## src/rtl/rc_pkg.sv

```systemverilog
package rc_pkg;
  typedef enum logic [0:0] {
    ST_IDLE  = 1'b0,
    ST_SWEEP = 1'b1
  } sweep_state_e;
endpackage

```

## src/rtl/rc_pin_sync.sv

```systemverilog
module rc_pin_sync #(
  parameter int STAGES = 2
) (
  input  logic clk_i,
  input  logic rst_ni,
  input  logic pin_i,
  output logic fall_o
);
  // chain_q[STAGES-1] is the synchronised level, chain_q[STAGES] its previous value
  logic [STAGES:0] chain_q;

  always_ff @(posedge clk_i or negedge rst_ni) begin
    if (!rst_ni) chain_q <= '1;
    else         chain_q <= {chain_q[STAGES-1:0], pin_i};
  end

  assign fall_o = chain_q[STAGES] & ~chain_q[STAGES-1];
endmodule

```

## src/rtl/rc_sweep.sv

```systemverilog
module rc_sweep
  import rc_pkg::*;
#(
  parameter int          WORDS = 114,
  parameter int          DW    = 8,
  parameter logic [DW-1:0] FILL = '1,
  localparam int         AW    = $clog2(WORDS)
) (
  input  logic          clk_i,
  input  logic          rst_ni,
  input  logic          start_i,
  output logic          we_o,
  output logic [AW-1:0] addr_o,
  output logic [DW-1:0] data_o,
  output logic          active_o,
  output logic          done_o
);
  localparam logic [AW-1:0] LAST = AW'(WORDS - 1);

  sweep_state_e state_q, state_d;
  logic [AW-1:0] addr_q, addr_d;

  always_comb begin
    state_d = state_q;
    addr_d  = addr_q;
    unique case (state_q)
      ST_IDLE: if (start_i) begin
        state_d = ST_SWEEP;
        addr_d  = '0;
      end
      ST_SWEEP: begin
        if (addr_q == LAST) state_d = ST_IDLE;
        else                addr_d  = addr_q + 1'b1;
      end
      default: state_d = ST_IDLE;
    endcase
  end

  always_ff @(posedge clk_i or negedge rst_ni) begin
    if (!rst_ni) begin
      state_q <= ST_IDLE;
      addr_q  <= '0;
    end else begin
      state_q <= state_d;
      addr_q  <= addr_d;
    end
  end

  assign we_o     = (state_q == ST_SWEEP);
  assign active_o = we_o;
  assign addr_o   = addr_q;
  assign data_o   = FILL;
  assign done_o   = we_o && (addr_q == LAST);

  p_addr_range_r9: assert property (@(posedge clk_i) disable iff (!rst_ni)
    we_o |-> (int'(addr_o) < WORDS));
  p_ascending_r2: assert property (@(posedge clk_i) disable iff (!rst_ni)
    (we_o && $past(we_o)) |-> (addr_o == $past(addr_o) + 1'b1));
  p_first_addr_r2: assert property (@(posedge clk_i) disable iff (!rst_ni)
    $rose(we_o) |-> (addr_o == '0));
endmodule

```

## src/rtl/rc_lock_timer.sv

```systemverilog
module rc_lock_timer #(
  parameter int RECOVERY_CYCLES = 16,
  localparam int CW = $clog2(RECOVERY_CYCLES + 1)
) (
  input  logic clk_i,
  input  logic rst_ni,
  input  logic start_i,
  input  logic sweep_active_i,
  output logic lock_o
);
  logic [CW-1:0] cnt_q;

  always_ff @(posedge clk_i or negedge rst_ni) begin
    if (!rst_ni)          cnt_q <= '0;
    else if (start_i)     cnt_q <= CW'(RECOVERY_CYCLES);
    else if (cnt_q != '0) cnt_q <= cnt_q - 1'b1;
  end

  assign lock_o = (cnt_q != '0) | sweep_active_i;

  p_lock_start_r7: assert property (@(posedge clk_i) disable iff (!rst_ni)
    start_i |=> lock_o);
endmodule

```

## src/rtl/rc_flag_irq.sv

```systemverilog
module rc_flag_irq (
  input  logic clk_i,
  input  logic rst_ni,
  input  logic done_i,
  input  logic vcc_ok_i,
  input  logic irq_en_i,
  input  logic flag_wr_i,
  input  logic flag_wdata_i,
  input  logic other_irq_i,
  output logic flag_o,
  output logic irq_no
);
  logic flag_q, req_q;
  logic clr;

  assign clr = flag_wr_i & ~flag_wdata_i;

  // completion has priority over a simultaneous host clear
  always_ff @(posedge clk_i or negedge rst_ni) begin
    if (!rst_ni) begin
      flag_q <= 1'b0;
      req_q  <= 1'b0;
    end else if (done_i) begin
      flag_q <= 1'b1;
      req_q  <= vcc_ok_i & irq_en_i;
    end else if (clr) begin
      flag_q <= 1'b0;
      req_q  <= 1'b0;
    end
  end

  assign flag_o = flag_q;
  assign irq_no = ~(req_q | other_irq_i);

  p_flag_set_r4: assert property (@(posedge clk_i) disable iff (!rst_ni)
    done_i |=> flag_o);
  p_irq_needs_flag_r5: assert property (@(posedge clk_i) disable iff (!rst_ni)
    (!irq_no && !other_irq_i) |-> flag_o);
  p_flag_clear_r6: assert property (@(posedge clk_i) disable iff (!rst_ni)
    (clr && !done_i) |=> !flag_o);
endmodule

```

## src/rtl/ram_clear_ctrl.sv

```systemverilog
module ram_clear_ctrl #(
  parameter int WORDS           = 114,
  parameter int DW              = 8,
  parameter int RECOVERY_CYCLES = 16,
  parameter int SYNC_STAGES     = 2,
  localparam int AW             = $clog2(WORDS)
) (
  input  logic          clk_i,
  input  logic          rst_ni,
  input  logic          clr_pin_ni,
  input  logic          clr_en_i,
  input  logic          irq_en_i,
  input  logic          vcc_ok_i,
  input  logic          flag_wr_i,
  input  logic          flag_wdata_i,
  input  logic          other_irq_i,
  output logic          ram_we_o,
  output logic [AW-1:0] ram_addr_o,
  output logic [DW-1:0] ram_wdata_o,
  output logic          flag_o,
  output logic          irq_no,
  output logic          lockout_o
);
  logic pin_fall, start, sweep_active, sweep_done;

  rc_pin_sync #(.STAGES(SYNC_STAGES)) u_sync (
    .clk_i (clk_i),
    .rst_ni(rst_ni),
    .pin_i (clr_pin_ni),
    .fall_o(pin_fall)
  );

  // edges during lockout are dropped
  assign start = pin_fall & clr_en_i & ~lockout_o;

  rc_sweep #(.WORDS(WORDS), .DW(DW), .FILL('1)) u_sweep (
    .clk_i   (clk_i),
    .rst_ni  (rst_ni),
    .start_i (start),
    .we_o    (ram_we_o),
    .addr_o  (ram_addr_o),
    .data_o  (ram_wdata_o),
    .active_o(sweep_active),
    .done_o  (sweep_done)
  );

  rc_lock_timer #(.RECOVERY_CYCLES(RECOVERY_CYCLES)) u_lock (
    .clk_i         (clk_i),
    .rst_ni        (rst_ni),
    .start_i       (start),
    .sweep_active_i(sweep_active),
    .lock_o        (lockout_o)
  );

  rc_flag_irq u_flag (
    .clk_i       (clk_i),
    .rst_ni      (rst_ni),
    .done_i      (sweep_done),
    .vcc_ok_i    (vcc_ok_i),
    .irq_en_i    (irq_en_i),
    .flag_wr_i   (flag_wr_i),
    .flag_wdata_i(flag_wdata_i),
    .other_irq_i (other_irq_i),
    .flag_o      (flag_o),
    .irq_no      (irq_no)
  );

  p_we_locked_r7: assert property (@(posedge clk_i) disable iff (!rst_ni)
    ram_we_o |-> lockout_o);
  p_disabled_r3: assert property (@(posedge clk_i) disable iff (!rst_ni)
    (pin_fall && !clr_en_i && !lockout_o) |=> !ram_we_o);
  p_done_drop_r4: assert property (@(posedge clk_i) disable iff (!rst_ni)
    $fell(ram_we_o) |-> (flag_o && !$past(flag_o)));
endmodule

```

## config.mk

```make
export PLATFORM = sky130hd
export DESIGN_NAME = ram_clear_ctrl
export DESIGN_NICKNAME = d
export VERILOG_FILES = /design/src/rtl/rc_pkg.sv /design/src/rtl/rc_pin_sync.sv /design/src/rtl/rc_sweep.sv /design/src/rtl/rc_lock_timer.sv /design/src/rtl/rc_flag_irq.sv /design/src/rtl/ram_clear_ctrl.sv
export SDC_FILE = /design/constraint.sdc
export NUM_CORES = 1
export LEC_CHECK = 0
export BUFFER_PORTS_ARGS = -buffer_cell sky130_fd_sc_hd__buf_4
export CAP_MARGIN = 20
export CELL_PAD_IN_SITES_DETAIL_PLACEMENT = 1
export CELL_PAD_IN_SITES_GLOBAL_PLACEMENT = 1
export CORE_UTILIZATION = 35
export DETAILED_ROUTE_END_ITERATION = 12
export GPL_TIMING_DRIVEN = 0
export PLACE_DENSITY = 0.75
export SYNTH_ARGS = -nofsm -noshare
export SYNTH_HDL_FRONTEND = slang
export SYNTH_SLANG_ARGS = --single-unit
```

## constraint.sdc

```tcl
create_clock -name clk_i -period 2.2 [get_ports clk_i]
set_input_delay 0.22 -clock clk_i [delete_from_list [all_inputs] [get_ports clk_i]]
set_output_delay 0.22 -clock clk_i [all_outputs]
set_load 0.005 [all_outputs]
```

==> results of run 1 <==
## registers in the layout (all words and copies together), names as in the netlist
register / flops
u_flag.flag_o: 1
u_flag.req_q: 1
u_lock.cnt_q: 5
u_sweep.active_o: 1
u_sweep.addr_o: 7
u_sync.chain_q: 3
## final cells by class
cell class,count,area share
well taps,30,0.0302
multi-input cells,70,0.370
flip-flops and latches,18,0.366
plain buffers,10,0.0554
inverters,6,0.0181
repair buffers,21,0.131
clock buffers,4,0.0292
## worst register-to-register path, delay by kind of cell, from the launching register on
kind	cells	cell delay (ns)
buffers and inverters	2	0.27
AND/OR/NAND/NOR	2	0.70
flip-flops	1	0.43
AO/OA/AOI/OAI	1	0.15
adder cells (fa/ha/maj)	1	0.19
## metrics by stage
stage               area (µm²)  hold WS, ns  power (mW)
finish                    1240        0.161        1.40
global placement          1180        0.105        1.14
CTS                       1230      0.00609        1.41
floorplan                  998      -0.0756       0.929
detailed placement        1180        0.108        1.18
global route              1240        0.174        1.52
## logic make-up (layout without fill, tap and decap cells)
group	count (synthesis)	count (layout)	share of synthesized area
mux	4	4	0.0412
other cells	1	8	0.00386
xor+xnor	3	3	0.0270
fa+ha+maj	3	3	0.0386
simple gates	29	29	0.175
flops	18	18	0.467
buf+inv	16	41	0.0939
compound gates	23	23	0.153
## Yosys cell counts (all sizes together) (2+ instances only)
master  instances  share of area
dfrtp          15           0.39
and2            2          0.013
dfstp           3          0.081
nor2            2         0.0077
nand2           7          0.027
clkbuf          2         0.0090
mux2i           4          0.041
o21ai          10          0.051
nand3           3          0.015
inv             6          0.023
xor2            2          0.018
ha              3          0.039
buf             8          0.062
o211ai         10          0.077
nand2b          5          0.032
or4             2          0.015
nand4           2          0.013
## metal layers
layer | share of wire | track usage
met5 | 0 | 0
met4 | 0.018 | 0.0769
met3 | 0.038 | 0.0278
met2 | 0.52 | 0.319
met1 | 0.42 | 0.210
## power groups by stage
| stage | Clock (mW) | Sequential (mW) | Combinational, mW |
|---|---|---|---|
| final | 0.211 | 0.609 | 0.580 |
| after CTS | 0.217 | 0.609 | 0.588 |
| after floorplan | 0 | 0.577 | 0.352 |
| after detailed placement | 0 | 0.611 | 0.571 |
| after global placement | 0 | 0.602 | 0.538 |
| after global routing | 0.227 | 0.635 | 0.653 |
## how the worst max path moves through the flow
stage	from	endpoint	slack, ns	cells past startpoint
2_1_floorplan	u_lock.cnt_q[0]	u_sweep.active_o	0.60	6
3_3_place_gp	u_lock.cnt_q[0]	lockout_o	0.27	5
3_5_place_dp	u_lock.cnt_q[0]	lockout_o	0.20	5
4_1_cts	u_lock.cnt_q[0]	lockout_o	0.20	5
5_1_grt	u_lock.cnt_q[0]	lockout_o	0.05	5
6_report	u_lock.cnt_q[0]	lockout_o	0.20	5
## timing repair
action                                 in CTS  in global routing
gates resized for setup                     1                  0
endpoints found under the hold margin      15                  1
setup endpoints to repair                   1                  0
hold buffers                                1                  1
==> key figures, run 1 <==
Yosys
  – Syn Inst Count: 97
  – Synthesized cell area: around 1000 µm²
  – Post-synth cell types: 30
  – Yosys warns: 0
  – Number of flops mapped to enable cells by yosys: 0
  – FF+latch count, synth: 18
  – Ys async rst share: 1.00
  – Synth Area per Inst: 10.0 µm²
  – Post-synthesis sequential area ratio: 0.467
  – Post-synth top flop: dfrtp_1

STA
  – Final slew viol count: 0
  – Tcrit/Tclk final: 0.907
  – Minimum clock period: ~2 ns
  – Final hold vios: 0
  – Worst Tran Pin Value: 0.585 ns
  – Fin Setup TNS: 0 ns
  – RSZ-0062 raised after global routing: false
  – Worst slew margin: 0.609
  – Setup violators final: 0
  – Fmax achieved: 501 MHz
  – Setup slack after layout: 0.205 ns
  – Clk_skew: 0.00514 ns

Final layout
  – Fillers: 311
  – Layout area overhead: 27.7%
  – Most common cell after layout, fill and taps aside: buf_4
  – Cell Count, Final, Fillers Out: 159
  – Layout Utilization: 0.488
  – Layout net count: 142
  – Most frequent cells in the layout: buf_4 (27), dfrtp_1 (15), o211ai_1 (10), o21ai_0 (9), conb_1 (8)
  – Reg area: 454 µm²
  – Area of the multi-input gates: 459 µm²
  – ANT cells: 0
  – Share of layout cells above drive strength 1: 0.287

Detailed routing
  – Starting DRT DRC Count: 8
  – WL per Instance: about 15 µm
  – Vias: ~830
  – DRT antenna net count: 0
  – First-pass DRT Iterations: 4
  – Routed Wire Length: 2.36 mm
  – DR DRC count: 0
  – Vias per cell: between 5 and 6

Floorplan
  – Die area: 2990 µm²
  – Cell row count: 18
  – Core area: 2540 µm²
  – Initial Util: 0.382
  – Top-level port count: 28
  – Die W: between 50 and 60 µm
  – Chip height: approximately 55 µm

Critical path
  – CP cell instances: inv_1, ha_1, nor4b_2, nand2_1, buf_4
  – Critical path's top delay family: simple AND/OR/NAND/NOR gates
  – Critical path buffer and inverter count: 2
  – CP max stage cell: nor4b_2
  – R2R Setup Slk: 0.39 ns
  – Worst setup SP type: register
  – Reg2reg end: u_lock.cnt_q[4]
  – Worst Path Required: 1.98 ns
  – Critical Path End Type: output port
  – Largest stage delay, worst path: 0.51 ns
  – Crit-path max FO: 7
  – Arrival time at the worst endpoint: 1.78 ns
  – Worst r2r src: u_lock.cnt_q[0]
  – Setup Crit Path Kind: register to output port
  – Worst r2r path cells: 6

CTS
  – Clock Tree Root: clkbuf_4
  – Bufs on Longest Clock Path: 2
  – Clk slew on worst S/H paths: 0.10 ns
  – Worst-Skew Late Latency: 0.30 ns
  – CTS tree: yes
  – # Post-CTS Setup Buffers: 0
  – Clock sink count: 18
  – CTS buffer count: 3
  – H-tree depth: 1

Power
  – Combinational power share: 0.414
  – Lkg Pwr: 0.566 nW
  – Clock network fraction of design power: 0.151
  – Switching share of total power: 0.394
  – Internal power: 0.848 mW
  – PD cells: around 1100 nW/µm²
  – Peak supply drop: 484 µV
  – P_sw: 0.552 mW
  – Sequential power share: 0.435

Placed design
  – RD Place Congestion: 0.739
  – Dpl ws: 0.202 ns
  – I/O Buffers: 19
  – Inst Count DP: 153
  – Estimated wirelength of the detail-placed design: 1.73 mm

Hold path
  – Worst hold stages: 3
  – Hold Crit Start: irq_en_i
  – HP Class: primary input to register
  – Hold EP: u_flag.req_q

Global routing
  – Initial antenna violation count: 0
  – Total grt overflow: 0
  – First-pass GRT wire length: approximately 3.7 mm
  – GRT Overall Usage: 0.180
  – Largest net degree at the start of global routing: 19
  – Vias in the first global route: 812

Outcome
  – Status: finished clean

Job
  – Number of max-cap violations: 0
Power figures use the tool's default switching activity.
==> run 2: changes to the inputs <==
- CORE_UTILIZATION: 35 -> 38
- PLACE_DENSITY: 0.75 -> 0.81
- SKIP_CTS_REPAIR_TIMING: not set -> 1
==> key figures, run 2 (synthesized netlist as in run 1, its figures left out) <==
Placed design
  – Inst Count DP: 151
  – I/O Buffers: 19
  – RD Place Congestion: 0.757
  – Cell Area, Placed: 1180 µm²
  – Estimated wirelength of the detail-placed design: ~1.6 mm

STA
  – Hold_ws: 0.0182 ns
  – Fin Setup TNS: 0 ns
  – Worst Tran Pin Value: 0.558 ns
  – Final slew viol count: 0
  – Clk_skew: 0.00820 ns
  – Fmax achieved: 516 MHz
  – Setup violators final: 0
  – Worst slew margin: 0.627
  – Tcrit/Tclk final: 0.881
  – RSZ-0062 raised after global routing: false
  – Final hold vios: 0
  – Minimum clock period: 1.94 ns

Global routing
  – Met2 usage: 0.310
  – Vias in the first global route: 802
  – First-pass GRT wire length: roughly 4 mm
  – GR Util met1: 0.262
  – Most Crowded Layer GR: met2
  – Largest net degree at the start of global routing: 19
  – GRT Overall Usage: 0.200
  – Met3 usage: 0.0348
  – Initial antenna violation count: 0
  – Total grt overflow: 0

Critical path
  – Largest stage delay, worst path: 0.49 ns
  – Worst setup SP type: register
  – Crit-path max FO: 7
  – CP max stage cell: nor4b_2
  – Arrival time at the worst endpoint: 1.72 ns
  – Worst Path Required: 1.98 ns
  – CP cell instances: inv_1, ha_1, nor4b_2, nand2_1, buf_4
  – Setup Crit Path Kind: register to output port
  – Critical Path End Type: output port

Final layout
  – Cell Count, Final, Fillers Out: 156
  – Max reg flops: 7
  – ANT cells: 0
  – Reg area: 454 µm²
  – Finished Cell Area: 1230 µm²
  – Layout net count: 141
  – Most frequent cells in the layout: buf_4 (27), dfrtp_1 (15), o211ai_1 (10), o21ai_0 (9), conb_1 (8)
  – Most common cell after layout, fill and taps aside: buf_4
  – Layout area overhead: 26.4%
  – Area of the multi-input gates: 459 µm²
  – Fillers: 285
  – Share of layout cells above drive strength 1: 0.289

Detailed routing
  – Routed Wire Length: 2.29 mm
  – Vias: 822
  – DR DRC count: 0
  – Starting DRT DRC Count: 6
  – Vias per cell: around 5.3
  – DRT antenna net count: 0
  – First-pass DRT Iterations: 2
  – WL per Instance: 14.7 µm

CTS
  – Worst-Skew Late Latency: around 0.3 ns
  – H-tree depth: 1
  – CTS tree: yes
  – Clock sink count: 18
  – Clock Tree Root: clkbuf_4
  – Clk slew on worst S/H paths: around 0.11 ns
  – Bufs on Longest Clock Path: 2
  – CTS buffer count: 3

Outcome
  – Status: finished clean

Floorplan
  – Top-level port count: 28
  – Chip height: 52.6 µm
  – Cell row count: 17
  – Initial Util: 0.419
  – Die area: about 2800 µm²
  – Die W: between 50 and 60 µm
  – Core area: 2320 µm²

Power
  – Peak supply drop: 883 µV
  – Lkg Pwr: 0.562 nW
  – Tot Pwr: 1.40 mW
  – PD cells: between 1000 and 1500 nW/µm²

Job
  – Number of max-cap violations: 0

Hold path
  – HP Class: primary input to register
-- run 2: cell count changes in the layout (fill, tap and decap cells not counted) --
cell	change
dlygate4sd3_1	-1
-- run 2: final timing paths --
check | endpoint | cells past startpoint | from | slack (ns)
worst max-delay path | lockout_o | 5 | u_lock.cnt_q[0] | 0.26
worst min-delay path | u_sync.chain_q[0] | 1 | clr_pin_ni | 0.02
worst max register to register | u_sweep.addr_o[5] | 6 | u_lock.cnt_q[0] | 0.42
worst min register to register | u_sync.chain_q[1] | 0 | u_sync.chain_q[0] | 0.36
max in group asynchronous | u_sync.chain_q[1] | 2 | rst_ni | 1.62
min in group asynchronous | u_sweep.active_o | 2 | rst_ni | 0.31
-- run 2: layout make-up --
class / instances / area share
Multi-Input combinational cell: 70 / 0.374
Inverter: 6 / 0.0183
Tap cell: 28 / 0.0285
Clock buffer: 4 / 0.0295
Sequential cell: 18 / 0.370
Timing Repair Buffer: 20 / 0.124
Buffer: 10 / 0.0560
-- run 2: per-layer routing --
metal	share of wire	wire [µm]
met2	0.48	1100
met1	0.46	1060
met5	0	0
met3	0.035	79
met4	0.021	48
-- run 2: power breakdown --
group | internal (mW) | switching, mW | total [mW] | leakage (nW)
clock network | 0.101 | 0.112 | 0.213 | 0.0210
logic | 0.294 | 0.271 | 0.565 | 0.321
registers | 0.450 | 0.170 | 0.620 | 0.219
-- run 2: through the flow --
step | setup slack [ns] | util
final | 0.262 | 0.530
after global routing | 0.0991 | 0.530
after CTS | -0.101 | 0.523
after detailed placement | 0.247 | 0.507
after global placement | 0.291 | 0.507
after floorplan | 0.604 | -
-- run 2: worst max-delay path, delay by kind of cell (launching register included) --
kind,cells,cell delay (ns)
adder cells (fa/ha/maj),1,0.19
AND/OR/NAND/NOR,2,0.60
buffers and inverters,2,0.22
flip-flops,1,0.42
==> run 3: changes to the inputs <==
- CELL_PAD_IN_SITES_DETAIL_PLACEMENT: 1 -> not set
- CELL_PAD_IN_SITES_GLOBAL_PLACEMENT: 1 -> not set
- CORE_UTILIZATION: 38 -> 50
- PLACE_DENSITY: 0.81 -> 0.8
- SKIP_CTS_REPAIR_TIMING: 1 -> not set
==> key figures, run 3 (synthesized netlist as in run 1, its figures left out) <==
Detailed routing
  – Vias: between 800 and 900
  – WL per Instance: 12.5 µm
  – DR DRC count: 0
  – Routed Wire Length: 1.91 mm
  – First-pass DRT Iterations: 4
  – DRT antenna net count: 0
  – Vias per cell: about 5.4
  – Starting DRT DRC Count: 10

STA
  – RSZ-0062 raised after global routing: false
  – Worst slew margin: 0.630
  – Fin Setup TNS: 0 ns
  – Final hold vios: 0
  – Minimum clock period: between 1.5 and 2 ns
  – Clk_skew: between 0.01 and 0.015 ns
  – Worst Tran Pin Value: 0.554 ns
  – Setup slack after layout: 0.224 ns
  – Setup violators final: 0
  – Tcrit/Tclk final: 0.898
  – Hold_ws: 0.0279 ns
  – Fmax achieved: 506 MHz
  – Final slew viol count: 0

CTS
  – CTS buffer count: 3
  – Worst-Skew Late Latency: 0.30 ns
  – Clk slew on worst S/H paths: 0.11 ns
  – Clock sink count: 18
  – Bufs on Longest Clock Path: 2
  – Clock Tree Root: clkbuf_4
  – CTS tree: yes
  – H-tree depth: 1

Floorplan
  – Cell row count: 15
  – Core area: 1780 µm²
  – Chip height: 46.1 µm
  – Initial Util: 0.545
  – Die W: about 46 µm
  – Top-level port count: 28
  – Die area: 2120 µm²

Outcome
  – Status: finished clean

Final layout
  – Fillers: between 150 and 200
  – Layout net count: approximately 140
  – Cell Count, Final, Fillers Out: 153
  – Finished Cell Area: 1220 µm²
  – Most common cell after layout, fill and taps aside: buf_4
  – Share of layout cells above drive strength 1: 0.289
  – Most frequent cells in the layout: buf_4 (27), dfrtp_1 (15), o211ai_1 (10), o21ai_0 (9), conb_1 (8)
  – Max reg flops: 7
  – ANT cells: 0
  – Area of the multi-input gates: 459 µm²
  – Layout area overhead: 26.0%
  – Layout Utilization: 0.687
  – Reg area: 454 µm²

Power
  – Peak supply drop: 754 µV
  – Tot Pwr: 1.37 mW
  – PD cells: 1120 nW/µm²
  – Lkg Pwr: between 0.5 and 0.6 nW

Critical path
  – CP cell instances: inv_1, ha_1, nor4b_2, nand2_1, buf_4
  – Worst setup SP type: register
  – Critical path buffer and inverter count: 2
  – Critical Path End Type: output port
  – Largest stage delay, worst path: around 0.49 ns
  – Critical path's top delay family: simple AND/OR/NAND/NOR gates
  – Crit-path max FO: 7
  – R2R Setup Slk: 0.42 ns
  – Setup Crit Path Kind: register to output port
  – Worst Path Required: 1.98 ns
  – Arrival time at the worst endpoint: 1.76 ns
  – CP max stage cell: nor4b_2

Job
  – Number of max-cap violations: 0

Placed design
  – Cell Area, Placed: 1170 µm²
  – Inst Count DP: 148
  – RD Place Congestion: 0.804
  – Dpl ws: 0.273 ns
  – Estimated wirelength of the detail-placed design: 1.37 mm
  – I/O Buffers: 19

Hold path
  – HP Class: primary input to register

Global routing
  – Vias in the first global route: 757
  – Total grt overflow: 0
  – First-pass GRT wire length: between 3 and 4 mm
  – Largest net degree at the start of global routing: 19
  – GRT Overall Usage: 0.215
  – Initial antenna violation count: 0
[run 3: cell counts in the layout (fill, tap and decap cells not counted)]
Identical to the previous run, type by type.
[run 3: worst paths after layout]
path | startpoint | depth (start not counted) | endpoint
setup / recovery | u_lock.cnt_q[0] | 5 | lockout_o
min in group asynchronous | rst_ni | 2 | u_sweep.addr_o[4]
hold / removal | clr_pin_ni | 1 | u_sync.chain_q[0]
max in group asynchronous | rst_ni | 2 | u_sync.chain_q[2]
setup reg to reg | u_lock.cnt_q[0] | 6 | u_sweep.active_o
hold reg to reg | u_sync.chain_q[0] | 0 | u_sync.chain_q[1]
[run 3: metal layers]
metal | vias up | track usage | share of wire
met5 | - | 0 | 0
met4 | 0 | 0.112 | 0.0052
met3 | 2 | 0.0588 | 0.060
met2 | 33 | 0.361 | 0.50
met1 | 399 | 0.248 | 0.43
li1 | 390 | - | -
[run 3: what timing repair did]
| action | 4_1_cts | 5_1_grt |
|---|---|---|
| buffers inserted | 0 | 0 |
| hold endpoints to repair | 15 | 0 |
| hold buffers | 1 | 0 |
| setup endpoints to repair | 1 | 0 |
| resized for setup | 1 | 0 |
[run 3: cell type report]
type | instances | share of cell area
Multi-Input combinational cell | 70 | 0.375
Clock buffer | 4 | 0.0296
Inverter | 6 | 0.0184
Buffer | 10 | 0.0562
Timing Repair Buffer | 20 | 0.125
Tap cell | 25 | 0.0255
Sequential cell | 18 | 0.371
[run 3: where the power goes]
part           internal (mW)  leakage, nW  switching [mW]
Combinational          0.293        0.321           0.266
Clock                  0.101       0.0210           0.106
Sequential             0.451        0.219           0.153
